$ cat src/rtl/insf_pkg.sv
package insf_pkg;
  localparam int PC_W_D  = 23;
  localparam int INS_W_D = 24;
  localparam int HW_W_D  = 16;
  localparam int IDX_W_D = 8;

  // Computed program content for an (already reduced) instruction index
  function automatic logic [23:0] prog_word(input logic [21:0] idx);
    logic [15:0] lo;
    logic [7:0]  hi;
    lo = 16'h1000 + (idx[15:0] * 16'd3);
    hi = 8'h80 ^ idx[7:0];
    return {hi, lo};
  endfunction
endpackage

$ cat src/rtl/insf_pc_gen.sv
module insf_pc_gen #(
  parameter int PC_W = 23
) (
  input  logic            clk,
  input  logic            rst_n,
  input  logic            redirect,
  input  logic [PC_W-1:0] target,
  input  logic            advance,
  output logic [PC_W-1:0] pc
);
  localparam logic [PC_W-1:0] STEP = PC_W'(2);

  always_ff @(posedge clk or negedge rst_n) begin
    if (!rst_n)        pc <= '0;
    else if (redirect) pc <= {target[PC_W-1:1], 1'b0};
    else if (advance)  pc <= pc + STEP;
  end
endmodule

$ cat src/rtl/insf_rom.sv
module insf_rom #(
  parameter int PC_W  = 23,
  parameter int INS_W = 24,
  parameter int HW_W  = 16,
  parameter int IDX_W = 8
) (
  input  logic             clk,
  input  logic             rst_n,
  input  logic             f_en,
  input  logic [PC_W-1:0]  f_addr,
  output logic [INS_W-1:0] f_word,
  input  logic [PC_W-1:0]  h_addr,
  output logic [HW_W-1:0]  h_data
);
  import insf_pkg::*;
  localparam int IW = PC_W - 1;
  localparam logic [IW-1:0] IDX_MASK = IW'((64'd1 << IDX_W) - 64'd1);
  localparam int UPPER_W = INS_W - HW_W;

  logic [IW-1:0]    f_idx, h_idx;
  logic [INS_W-1:0] h_word;
  logic [HW_W-1:0]  h_sel;

  assign f_idx  = f_addr[PC_W-1:1] & IDX_MASK;
  assign h_idx  = h_addr[PC_W-1:1] & IDX_MASK;
  assign h_word = INS_W'(prog_word(22'(h_idx)));

  generate
    if (UPPER_W < HW_W) begin : g_pad
      assign h_sel = h_addr[0] ? {{(HW_W-UPPER_W){1'b0}}, h_word[INS_W-1:HW_W]}
                               : h_word[HW_W-1:0];
    end else begin : g_full
      assign h_sel = h_addr[0] ? h_word[HW_W+HW_W-1:HW_W] : h_word[HW_W-1:0];
    end
  endgenerate

  always_ff @(posedge clk or negedge rst_n) begin
    if (!rst_n)    f_word <= '0;
    else if (f_en) f_word <= INS_W'(prog_word(22'(f_idx)));
  end

  always_ff @(posedge clk or negedge rst_n) begin
    if (!rst_n) h_data <= '0;
    else        h_data <= h_sel;
  end
endmodule

$ cat src/rtl/insf_slot.sv
module insf_slot #(
  parameter int PC_W = 23
) (
  input  logic            clk,
  input  logic            rst_n,
  input  logic            redirect,
  input  logic            advance,
  input  logic [PC_W-1:0] fetch_pc,
  output logic            valid,
  output logic [PC_W-1:0] slot_pc
);
  always_ff @(posedge clk or negedge rst_n) begin
    if (!rst_n) begin
      valid   <= 1'b0;
      slot_pc <= '0;
    end else if (redirect) begin
      valid   <= 1'b0;
    end else if (advance) begin
      valid   <= 1'b1;
      slot_pc <= fetch_pc;
    end
  end
endmodule

$ cat src/rtl/insf_top.sv
module insf_top #(
  parameter int PC_W  = insf_pkg::PC_W_D,
  parameter int INS_W = insf_pkg::INS_W_D,
  parameter int HW_W  = insf_pkg::HW_W_D,
  parameter int IDX_W = insf_pkg::IDX_W_D
) (
  input  logic             clk,
  input  logic             rst_n,
  input  logic             flush,
  input  logic [PC_W-1:0]  flush_target,
  input  logic             ins_ready,
  output logic             ins_valid,
  output logic [INS_W-1:0] ins_word,
  output logic [PC_W-1:0]  ins_pc,
  input  logic [PC_W-1:0]  hw_addr,
  output logic [HW_W-1:0]  hw_data
);
  logic            step;
  logic [PC_W-1:0] fpc;

  assign step = ins_ready & ~flush;

  insf_pc_gen #(.PC_W(PC_W)) u_pc (
    .clk(clk), .rst_n(rst_n), .redirect(flush), .target(flush_target),
    .advance(step), .pc(fpc)
  );

  insf_rom #(.PC_W(PC_W), .INS_W(INS_W), .HW_W(HW_W), .IDX_W(IDX_W)) u_rom (
    .clk(clk), .rst_n(rst_n), .f_en(step), .f_addr(fpc), .f_word(ins_word),
    .h_addr(hw_addr), .h_data(hw_data)
  );

  insf_slot #(.PC_W(PC_W)) u_slot (
    .clk(clk), .rst_n(rst_n), .redirect(flush), .advance(step),
    .fetch_pc(fpc), .valid(ins_valid), .slot_pc(ins_pc)
  );
endmodule

$ cat config.mk
export PLATFORM = sky130hd
export DESIGN_NAME = insf_top
export DESIGN_NICKNAME = d
export VERILOG_FILES = /design/src/rtl/insf_pkg.sv /design/src/rtl/insf_pc_gen.sv /design/src/rtl/insf_rom.sv /design/src/rtl/insf_slot.sv /design/src/rtl/insf_top.sv
export SDC_FILE = /design/constraint.sdc
export NUM_CORES = 1
export LEC_CHECK = 0
export BUFFER_PORTS_ARGS = -buffer_cell sky130_fd_sc_hd__clkbuf_2
export CORE_MARGIN = 8
export CORE_UTILIZATION = 46
export DETAILED_ROUTE_END_ITERATION = 10
export GPL_ROUTABILITY_DRIVEN = 0
export GPL_TIMING_DRIVEN = 1
export HOLD_SLACK_MARGIN = 0.1
export PLACE_DENSITY = 0.84
export SKIP_CTS_REPAIR_TIMING = 1
export SLEW_MARGIN = 20
export SYNTH_ARGS = -nofsm -noshare
export SYNTH_HDL_FRONTEND = slang
export SYNTH_SLANG_ARGS = --single-unit
$ cat constraint.sdc
create_clock -name clk -period 2.35 [get_ports clk]
set_input_delay 0.235 -clock clk [delete_from_list [all_inputs] [get_ports clk]]
set_output_delay 0.235 -clock clk [all_outputs]
set_load 0.01 [all_outputs]
## Word-level counts from Yosys, hierarchy flattened

Index checks and enable logic that the tools add are counted.

- Bits of input ports: 50
- Register bits after elaboration: 87
- Output and inout bits: 64
- Word-level logic and storage cells: 21

- $mul: 2
- Multiplexer cells: 5
- Add/subtract/negate cells: 3
- Bitwise gates (word level): 4
- Reduce and logical (&&, ||, !) cells: 2

Operators by type and width:

| kind | number |
|---|---|
| $mux W23 | 2 |
| $add A13 B16 Y16 const A | 2 |
| $add A23 B2 Y23 const B | 1 |
| $mul A8 B2 Y10 const B | 2 |
| $mux W16 | 1 |
| $not A1 Y1 | 3 |
| $mux W1 | 2 |
| $reduce_and A2 Y1 | 1 |
| $reduce_bool A2 Y1 | 1 |
| $and A1 B1 Y1 | 1 |

## Longest topological paths before layout

Gate-level depths: netlist of the first run.

- Word-level depth: 4
- Gate-level depth with buffers: 7
- Gate-level depth less buffers: 6

## Cells and area by module

From an unflattened synthesis of the first run, not the netlist that was laid out.

- Cell total of the unflattened synthesis: 370
- Area, all modules: 4131.5 um^2

Modules (own cells, without submodules):

| module | cells each | area each (um^2) | instances | seq. area each (um^2) |
|---|---|---|---|---|
| insf_rom | 173 | 1851.8 | 1 | 725.7 |
| insf_pc_gen | 143 | 1258.7 | 1 | 550.5 |
| insf_slot | 53 | 1007.2 | 1 | 600.6 |
| insf_top | 1 | 13.8 | 1 | 0.0 |

## Least setup slack after synthesis of the first run

Ideal clock, no wire load.

- Path kind: register to register
- From: register u_pc.pc[2]
- To: register u_rom.f_word[9]
- Data required time: 2.214 ns
- Arrival: 2.094 ns
- Library setup time: 0.136 ns
- Stages on the path, launching flop included: 7
- Buffers on the path: 0
- Period minus slack after synthesis: 2.230 ns
- Path slack: 0.120 ns
- Cells stage by stage: dfrtp_1 ha_1 fa_1 a21o_1 a311o_1 a2111oi_0 nor3_1

- Cells in the longest elaborated chain, start to end: 2

Ends and longest elaborated chain:

| what | line | text |
|---|---|---|
| start, declared | insf_pc_gen.sv:9 | `output logic [PC_W-1:0] pc` |
| start signal, assigned | insf_pc_gen.sv:15 | `else if (redirect) pc <= {target[PC_W-1:1], 1'b0};` |
| start signal, assigned | insf_pc_gen.sv:16 | `else if (advance) pc <= pc + STEP;` |
| $mul A8 B2 Y10 | insf_pkg.sv:11 | `lo = 16'h1000 + (idx[15:0] * 16'd3);` |
| $add A13 B16 Y16 | insf_pkg.sv:11 |  |
| end signal, assigned | insf_rom.sv:39 | `else if (f_en) f_word <= INS_W'(prog_word(22'(f_idx)));` |
| end, declared | insf_rom.sv:11 | `output logic [INS_W-1:0] f_word,` |

No other way between the ends.
A chain may end at the register's enable or synchronous reset.

## Worst setup path in the final report of the first run

Same ends and word-level chain as after synthesis.

==> impl_metrics.py, run 1 <==
metrics = {
    "outcome": {
        "outcome": "finished clean",
    },
    "global_route": {
        "grt_pass1_wl_mm": 15.04,
        "antenna_found_initial": 0,
        "grt_max_degree": 48,
        "first_global_vias": 3217,
        "grt.total_usage": 0.1650,
        "overflow": 0,
    },
    "cells_and_area": {
        "drive_gt1_frac": 0.2515,
        "synthToLayoutAreaGrowth_pct": 20.31,
        "fin_nets": 549,
        "final_cell_mix": "nand2_1 (98), clkbuf_2 (86), dfrtp_1 (67)",
        "fin_util": 0.5659,
        "n_antenna_cell": 0,
        "final_common_cell": "nand2_1",
        "fin_cells": 587,
    },
    "sta": {
        "period_needed_ps": 2247,
        "post-route-period-util": 0.9561,
        "drv_slew": 0,
        "setup_viol": 0,
        "timing.hold.ws_ps": 101.8,
        "maxSlewHeadroom": 0.5635,
        "hold_viol_final": 0,
        "clock_skew_ps": 9.103,
        "fmax_mhz": 445.0,
        "setup-tns-final_ps": 0,
        "tightest_slew_ps": 654.7,
        "rsz0062_at_grt": "false",
    },
    "drt": {
        "via_per_inst": 5.278,
        "drt-initial-drc-count": 132,
        "routed_wl_mm": 8.869,
        "vias": 3098,
        "antenna_left": 0,
        "dr.pass1.iters": 6,
        "drcViolationCount": 0,
        "wl_per_cell_um": 15.11,
    },
    "logic_synthesis": {
        "synth-seq-area-share": 0.4637,
        "yosys_most_used_dff": "dfrtp_1",
        "yosysTopAreaCellShare": 0.4637,
        "synthArstFlopShare": 1.000,
        "netlist.top_cell.by_area": "dfrtp_1",
        "synth_area_um2": 3616,
        "ys_types": 48,
        "ys_top_cells_by_area": "dfrtp_1 (46%), nand2_1 (10%), ha_1 (5.9%)",
        "yosys_warnings": 0,
        "netlist_instances": 397,
        "synth_seq_cells": 67,
        "synth_edf_count": 0,
        "synth.avg_cell_area_um2": 9.108,
    },
    "floorplan": {
        "core_area_um2": 7687,
        "die_width_um": 104.7,
        "io-pin-count": 114,
        "dieArea_um2": 10950,
        "start_util": 0.4704,
        "die_h_um": 104.7,
        "fp-row-count": 32,
    },
    "cts": {
        "htreeDepth": 3,
        "cts_sinks": 67,
        "numCtsBuffers": 9,
        "tritoncts": "yes",
        "cts_buffer_depth": 2,
        "cts.root.buffer_cell": "clkbuf_8",
        "path_clk_slew_ps": 80,
        "clkLatencyLatePin_ps": 340,
    },
    "setup_path": {
        "crit_chain": "ha_1, fa_1, a21o_1, a311o_1, a2111oi_0, nor3_1",
        "endpoint_kind": "register",
        "cpLargestDelayFamily": "compound AO/OA/AOI/OAI gates",
        "slowest_stage": "fa_1",
        "cp.arrival_ps": 2460,
        "crit_path_max_incr_delay_ps": 420,
        "required_ps": 2560,
        "critPathBufInv": 0,
        "crit_type": "reg2reg",
        "critPathMaxFanout": 3,
        "critPathLaunchType": "register",
    },
    "power_and_ir_drop": {
        "totalPowerFinal_mw": 3.366,
        "power_density_nw_per_um2": 773.7,
        "vdd_drop_max_mv": 0.4147,
        "p_leak_nw": 2.151,
    },
    "placed_design": {
        "dp.cells": 569,
        "io_buffers": 87,
        "place_hpwl_mm": 6.637,
    },
    "hold_path": {
        "hold_path_class": "in2reg",
    },
    "run": {
        "drv_cap": 0,
    },
}
layout make-up:
type,count,area [µm²]
Fill cell,717,3337
Multi-Input combinational cell,291,1712
Sequential cell,67,1677
Timing Repair Buffer,99,543.0
Tap cell,102,127.6
Clock buffer,9,123.9
Clock inverter,7,122.6
Inverter,12,45.04
tightest hold or removal path, cell delays in order:
cell and delay, ps:
clkbuf_2 70, nand2_1 40, o21ai_0 60
path summary, 6_finish.rpt:
path,to,slack [ps],from,cells past startpoint
setup / recovery,u_rom.f_word[9],100,u_pc.pc[2],6
hold / removal,u_pc.pc[3],100,flush_target[3],3
setup reg to reg,u_rom.f_word[9],100,u_pc.pc[2],6
hold reg to reg,u_slot.slot_pc[22],480,u_slot.slot_pc[22],2
max in group asynchronous,u_pc.pc[8],1240,rst_n,3
min in group asynchronous,u_rom.f_word[22],460,rst_n,2
synth_stat cells (all sizes together) (3+ instances only):
cell type	number
a2111oi	3
a211oi	7
a21o	4
a21oi	5
a31oi	5
and3	4
buf	23
clkbuf	14
dfrtp	67
ha	17
inv	11
mux2	3
nand2	98
nand2b	3
nand3	8
nand4	7
nor2	12
nor2b	3
nor3	12
nor4	3
o21ai	37
o31ai	3
or4	6
xnor2	13
xor2	5
through the flow:
stage | setup slack, ps | cell area (µm²)
3_3_place_gp | 152.4 | 4084
5_1_grt | 19.49 | 4350
6_report | 103.0 | 4350
4_1_cts | 86.54 | 4330
3_5_place_dp | 118.5 | 4084
2_1_floorplan | 120.2 | 3654
power by group:
group          internal (mW)  switching [mW]  leakage, nW  total [mW]
logic                  0.320           0.440         1.22       0.760
clock network          0.712           0.467        0.116        1.18
registers               1.31           0.116        0.814        1.43
sequential cells by signal, indices dropped and copies added, names as in the netlist:
name,cells
u_pc.pc,22
u_rom.f_word,18
u_rom.h_data,11
u_slot.slot_pc,15
u_slot.valid,1
per-layer routing:
metal | track usage | share of wire
met1 | 0.1924 | 0.42
met2 | 0.2769 | 0.49
met3 | 0.05221 | 0.065
met4 | 0.06524 | 0.019
met5 | 0 | 0
kinds of logic (layout without fill, tap and decap cells):
logic type | count (synthesis) | in the layout | share of synthesized area
and+or+nand+nor | 165 | 165 | 0.2083
xor gates and xnor gates | 18 | 18 | 0.04360
adders and majority gates | 19 | 19 | 0.06990
DFF | 67 | 67 | 0.4637
buffers and inverters | 49 | 127 | 0.07336
muxes | 5 | 5 | 0.01488
AOI/OAI and AO/OA | 73 | 73 | 0.1253
other | 1 | 11 | 0.001037
No activity file was read; power rests on OpenSTA's default activity.
==> run 2, diff against run 1 <==
PLACE_DENSITY = 0.76   (was 0.84)
==> run 2 against run 1 <==
Cell area up 0.26%. Clock power barely moved. Global-route usage is 0.95 points lower. Via count shrank 4.0%.
==> impl_metrics.py, run 2 (same netlist as run 1, synthesis figures left out) <==
metrics = {
    "floorplan": {
        "die_h_um": 104.7,
        "core_area_um2": 7687,
        "dieArea_um2": 10950,
        "die_width_um": 104.7,
        "start_util": 0.4704,
        "fp-row-count": 32,
        "io-pin-count": 114,
    },
    "sta": {
        "drv_slew": 0,
        "setup-tns-final_ps": 0,
        "fmax_mhz": 449.5,
        "hold_viol_final": 0,
        "post-route-period-util": 0.9466,
        "clock_skew_ps": 12.01,
        "setup_viol": 0,
        "rsz0062_at_grt": "false",
        "period_needed_ps": 2225,
    },
    "global_route": {
        "antenna_found_initial": 0,
        "grt_max_degree": 56,
        "overflow": 0,
        "first_global_vias": 3046,
        "grt.total_usage": 0.1555,
        "grt_pass1_wl_mm": 14.24,
    },
    "cells_and_area": {
        "multi_input_area_um2": 1718,
        "drive_gt1_frac": 0.2510,
        "final_common_cell": "nand2_1",
        "fin_nets": 550,
        "top_regs": "u_pc.pc (22), u_rom.f_word (18), u_slot.slot_pc (15)",
        "top_register": "u_pc.pc",
        "register_area_um2": 1677,
        "n_antenna_cell": 0,
        "largest_register_ffs": 22,
        "fin_cells": 588,
        "synthToLayoutAreaGrowth_pct": 20.62,
        "fin_area_um2": 4362,
        "fin_util": 0.5674,
        "fillCellCount": 713,
        "final_cell_mix": "nand2_1 (98), clkbuf_2 (86), dfrtp_1 (67)",
    },
    "power_and_ir_drop": {
        "p_leak_nw": 2.152,
        "vdd_drop_max_mv": 0.3285,
        "power_density_nw_per_um2": 764.8,
    },
    "placed_design": {
        "place_hpwl_mm": 6.317,
        "dpl_cell_area_um2": 4084,
        "dp.cells": 569,
        "io_buffers": 87,
    },
    "cts": {
        "tritoncts": "yes",
        "path_clk_slew_ps": 80,
        "htreeDepth": 3,
        "numCtsBuffers": 9,
        "cts_buffer_depth": 2,
        "clkLatencyLatePin_ps": 340,
        "cts.root.buffer_cell": "clkbuf_8",
        "cts_sinks": 67,
    },
    "setup_path": {
        "critPathMaxFanout": 3,
        "required_ps": 2560,
        "critPathLaunchType": "register",
        "cp.arrival_ps": 2440,
        "endpoint_kind": "register",
        "r2r_setup_slack_ps": 130,
        "crit_type": "reg2reg",
    },
    "drt": {
        "drcViolationCount": 0,
        "antenna_left": 0,
        "drt-initial-drc-count": 98,
        "vias": 2973,
        "routed_wl_mm": 8.438,
        "wl_per_cell_um": 14.35,
        "dr.pass1.iters": 4,
        "via_per_inst": 5.056,
    },
    "outcome": {
        "outcome": "finished clean",
    },
    "run": {
        "drv_cap": 0,
    },
    "hold_path": {
        "hold_path_class": "in2reg",
    },
}
==> run 2: cell count changes in the layout (fill, tap and decap cells not counted) <==
cell	change
a2111oi_0	-1
a2111oi_2	+1
clkbuf_1	+1
clkinv_4	+1
dlygate4sd3_1	+1
inv_6	-2
==> run 2: metal layers <==
| layer | share of wire | track usage |
|---|---|---|
| met1 | 0.44 | 0.1860 |
| met2 | 0.48 | 0.2577 |
| met3 | 0.068 | 0.04730 |
| met4 | 0.013 | 0.05912 |
| met5 | 0 | 0 |
==> run 2: worst max-delay path, cell delays in order, from the launching register on <==
cell and delay (ps):
dfrtp_1 400, ha_1 220, fa_1 420, a21o_1 210, a311o_1 390, a2111oi_2 380
nor3_1 90
==> run 2: worst paths after layout <==
| check | cells after the start | to | from |
|---|---|---|---|
| setup reg to reg | 6 | u_rom.f_word[9] | u_pc.pc[2] |
| hold reg to reg | 1 | u_rom.f_word[12] | u_rom.f_word[12] |
| hold / removal | 3 | u_pc.pc[3] | flush_target[3] |
| min in group asynchronous | 2 | u_pc.pc[3] | rst_n |
| setup / recovery | 6 | u_rom.f_word[9] | u_pc.pc[2] |
| max in group asynchronous | 3 | u_slot.slot_pc[16] | rst_n |
==> run 2: report_power, final <==
part	switching (mW)	internal, mW	total, mW
Combinational	0.429	0.321	0.751
Sequential	0.113	1.31	1.42
Clock	0.454	0.707	1.16
==> run 2: cell type report <==
cell class,instances,area share
clock inverter,6,0.02610
inverter,12,0.01033
timing repair buffer,100,0.1268
sequential,67,0.3844
clock buffer,10,0.02926
tap,102,0.02926
multi-input combinational,291,0.3939
==> run 2: per-stage QoR <==
stage / worst slack [ps] / hold slack [ps] / total power [mW]
2_1_floorplan: 120.2 / -60.59 / 1.915
3_3_place_gp: 115.4 / 151.1 / 2.175
3_5_place_dp: 64.48 / 156.5 / 2.199
4_1_cts: 48.01 / -207.1 / 3.358
5_1_grt: 10.82 / 116.8 / 3.524
6_report: 125.5 / 110.6 / 3.336
==> run 3, diff against run 2 <==
CORE_UTILIZATION = 51   (was 46)
PLACE_DENSITY = 0.8   (was 0.76)
clock period = 2.55 ns   (was 2.35 ns; I/O delays follow)
==> run 3 against run 2 <==
Routed wire length up 2.3%. Total power down 7.3%. Fmax down 7.1%. Critical endpoint unchanged. Largest cell class unchanged.
==> impl_metrics.py, run 3 (same netlist as run 1, synthesis figures left out) <==
metrics = {
    "hold_path": {
        "min_to": "u_pc.pc[17]",
        "hp-start": "flush_target[17]",
        "hold_path_class": "in2reg",
        "hold_depth": 3,
    },
    "setup_path": {
        "required_ps": 2760,
        "cp.arrival_ps": 2610,
        "cpLargestDelayFamily": "compound AO/OA/AOI/OAI gates",
        "crit_type": "reg2reg",
        "crit_chain": "ha_1, fa_1, a21o_1, a311o_1, a2111oi_1, nor3_1",
        "endpoint_kind": "register",
        "slowest_stage": "dfrtp_1",
        "r2r-start": "u_pc.pc[1]",
        "r2r_setup_slack_ps": 160,
        "r2r_cells": 6,
        "critPathLaunchType": "register",
        "crit_cells": 6,
        "critPathMaxFanout": 7,
        "r2r-end": "u_rom.f_word[9]",
        "critPathBufInv": 0,
        "crit_path_max_incr_delay_ps": 450,
    },
    "floorplan": {
        "start_util": 0.5293,
        "core_area_um2": 6832,
        "die_width_um": 100.2,
        "die_h_um": 100.2,
        "io-pin-count": 114,
        "fp-row-count": 30,
        "dieArea_um2": 10040,
    },
    "power_and_ir_drop": {
        "vdd_drop_max_mv": 0.3014,
        "p_leak_nw": 2.124,
        "totalPowerFinal_mw": 3.093,
        "seqPwrFrac": 0.426,
        "p_clk_frac": 0.354,
        "p_sw_mw": 0.9425,
        "power_density_nw_per_um2": 720.0,
        "power_frac_comb": 0.220,
        "swShare": 0.3047,
        "internal_power_mw": 2.150,
    },
    "drt": {
        "vias": 3040,
        "dr.pass1.iters": 5,
        "antenna_left": 0,
        "drcViolationCount": 0,
        "drt-initial-drc-count": 148,
        "via_per_inst": 5.278,
        "routed_wl_mm": 8.630,
        "wl_per_cell_um": 14.98,
    },
    "sta": {
        "clock_skew_ps": 10.32,
        "hold_viol_final": 0,
        "rsz0062_at_grt": "false",
        "fmax_mhz": 417.8,
        "setup_viol": 0,
        "tightest_slew_ps": 728.8,
        "setup-tns-final_ps": 0,
        "maxSlewHeadroom": 0.5142,
        "drv_slew": 0,
        "period_needed_ps": 2393,
        "post-route-period-util": 0.9386,
        "timing.hold.ws_ps": 112.4,
    },
    "cts": {
        "clkLatencyLatePin_ps": 340,
        "path_clk_slew_ps": 90,
        "cts.root.buffer_cell": "clkbuf_8",
        "cts_sinks": 67,
        "numCtsBuffers": 9,
        "htreeDepth": 3,
        "cts_buffer_depth": 2,
        "tritoncts": "yes",
    },
    "cells_and_area": {
        "drive_gt1_frac": 0.2438,
        "final_cell_mix": "nand2_1 (98), clkbuf_2 (86), dfrtp_1 (67)",
        "n_antenna_cell": 0,
        "final_common_cell": "nand2_1",
        "fin_area_um2": 4295,
        "fin_util": 0.6288,
        "fillCellCount": 593,
        "largest_register_ffs": 22,
        "top_regs": "u_pc.pc (22), u_rom.f_word (18), u_slot.slot_pc (15)",
        "top_register": "u_pc.pc",
        "fin_nets": 544,
        "synthToLayoutAreaGrowth_pct": 18.79,
    },
    "outcome": {
        "outcome": "finished clean",
    },
    "placed_design": {
        "place_hpwl_mm": 6.340,
        "dpl_cell_area_um2": 4026,
        "io_buffers": 87,
    },
    "global_route": {
        "grt_pass1_wl_mm": 14.35,
        "grt.total_usage": 0.1770,
        "antenna_found_initial": 0,
        "overflow": 0,
        "first_global_vias": 3121,
        "grt_max_degree": 48,
    },
    "run": {
        "drv_cap": 0,
    },
}
==> run 3: worst max path at each step <==
stage               startpoint              end  slack, ps
floorplan           u_pc.pc[2]  u_rom.f_word[9]        320
global placement    u_pc.pc[1]  u_rom.f_word[9]        190
detailed placement  u_pc.pc[1]  u_rom.f_word[9]        190
CTS                 u_pc.pc[1]  u_rom.f_word[9]        150
global route        u_pc.pc[1]  u_rom.f_word[9]         10
finish              u_pc.pc[1]  u_rom.f_word[9]        160
==> run 3: area by class of cell <==
cell class | instances | area (µm²) | area share
Clock buffer | 9 | 123.9 | 0.02884
Clock inverter | 7 | 123.9 | 0.02884
Inverter | 12 | 45.04 | 0.01049
Multi-Input combinational cell | 291 | 1713 | 0.3988
Sequential cell | 67 | 1677 | 0.3903
Tap cell | 96 | 120.1 | 0.02796
Timing Repair Buffer | 94 | 493.0 | 0.1148
==> run 3: power groups by stage <==
stage               Clock (mW)  Sequential (mW)  Combinational (mW)
finish                    1.10             1.32               0.680
global route              1.15             1.34               0.764
CTS                       1.11             1.32               0.686
detailed placement           0             1.34               0.677
global placement             0             1.33               0.659
floorplan                    0             1.37               0.391
==> run 3: per-layer routing <==
metal	GRT usage	vias to the layer above	wire, µm	share of wire
met3	0.05398	8	715	0.083
met4	0.06744	0	99	0.011
li1	-	1496	-	-
met5	0	-	0	0
met1	0.2070	1443	3683	0.43
met2	0.2969	93	4131	0.48
==> run 3: tightest hold or removal path, stage by stage <==
cell	delay (ps)
clkbuf_2	70
nand2_1	40
o21ai_0	60
==> run 3: through the flow <==
step / setup WS [ps] / cells
6_report: 156.6 / 576
5_1_grt: 10.77 / 576
4_1_cts: 150.9 / 574
3_5_place_dp: 191.7 / 558
3_3_place_gp: 191.3 / 558
2_1_floorplan: 320.2 / 407
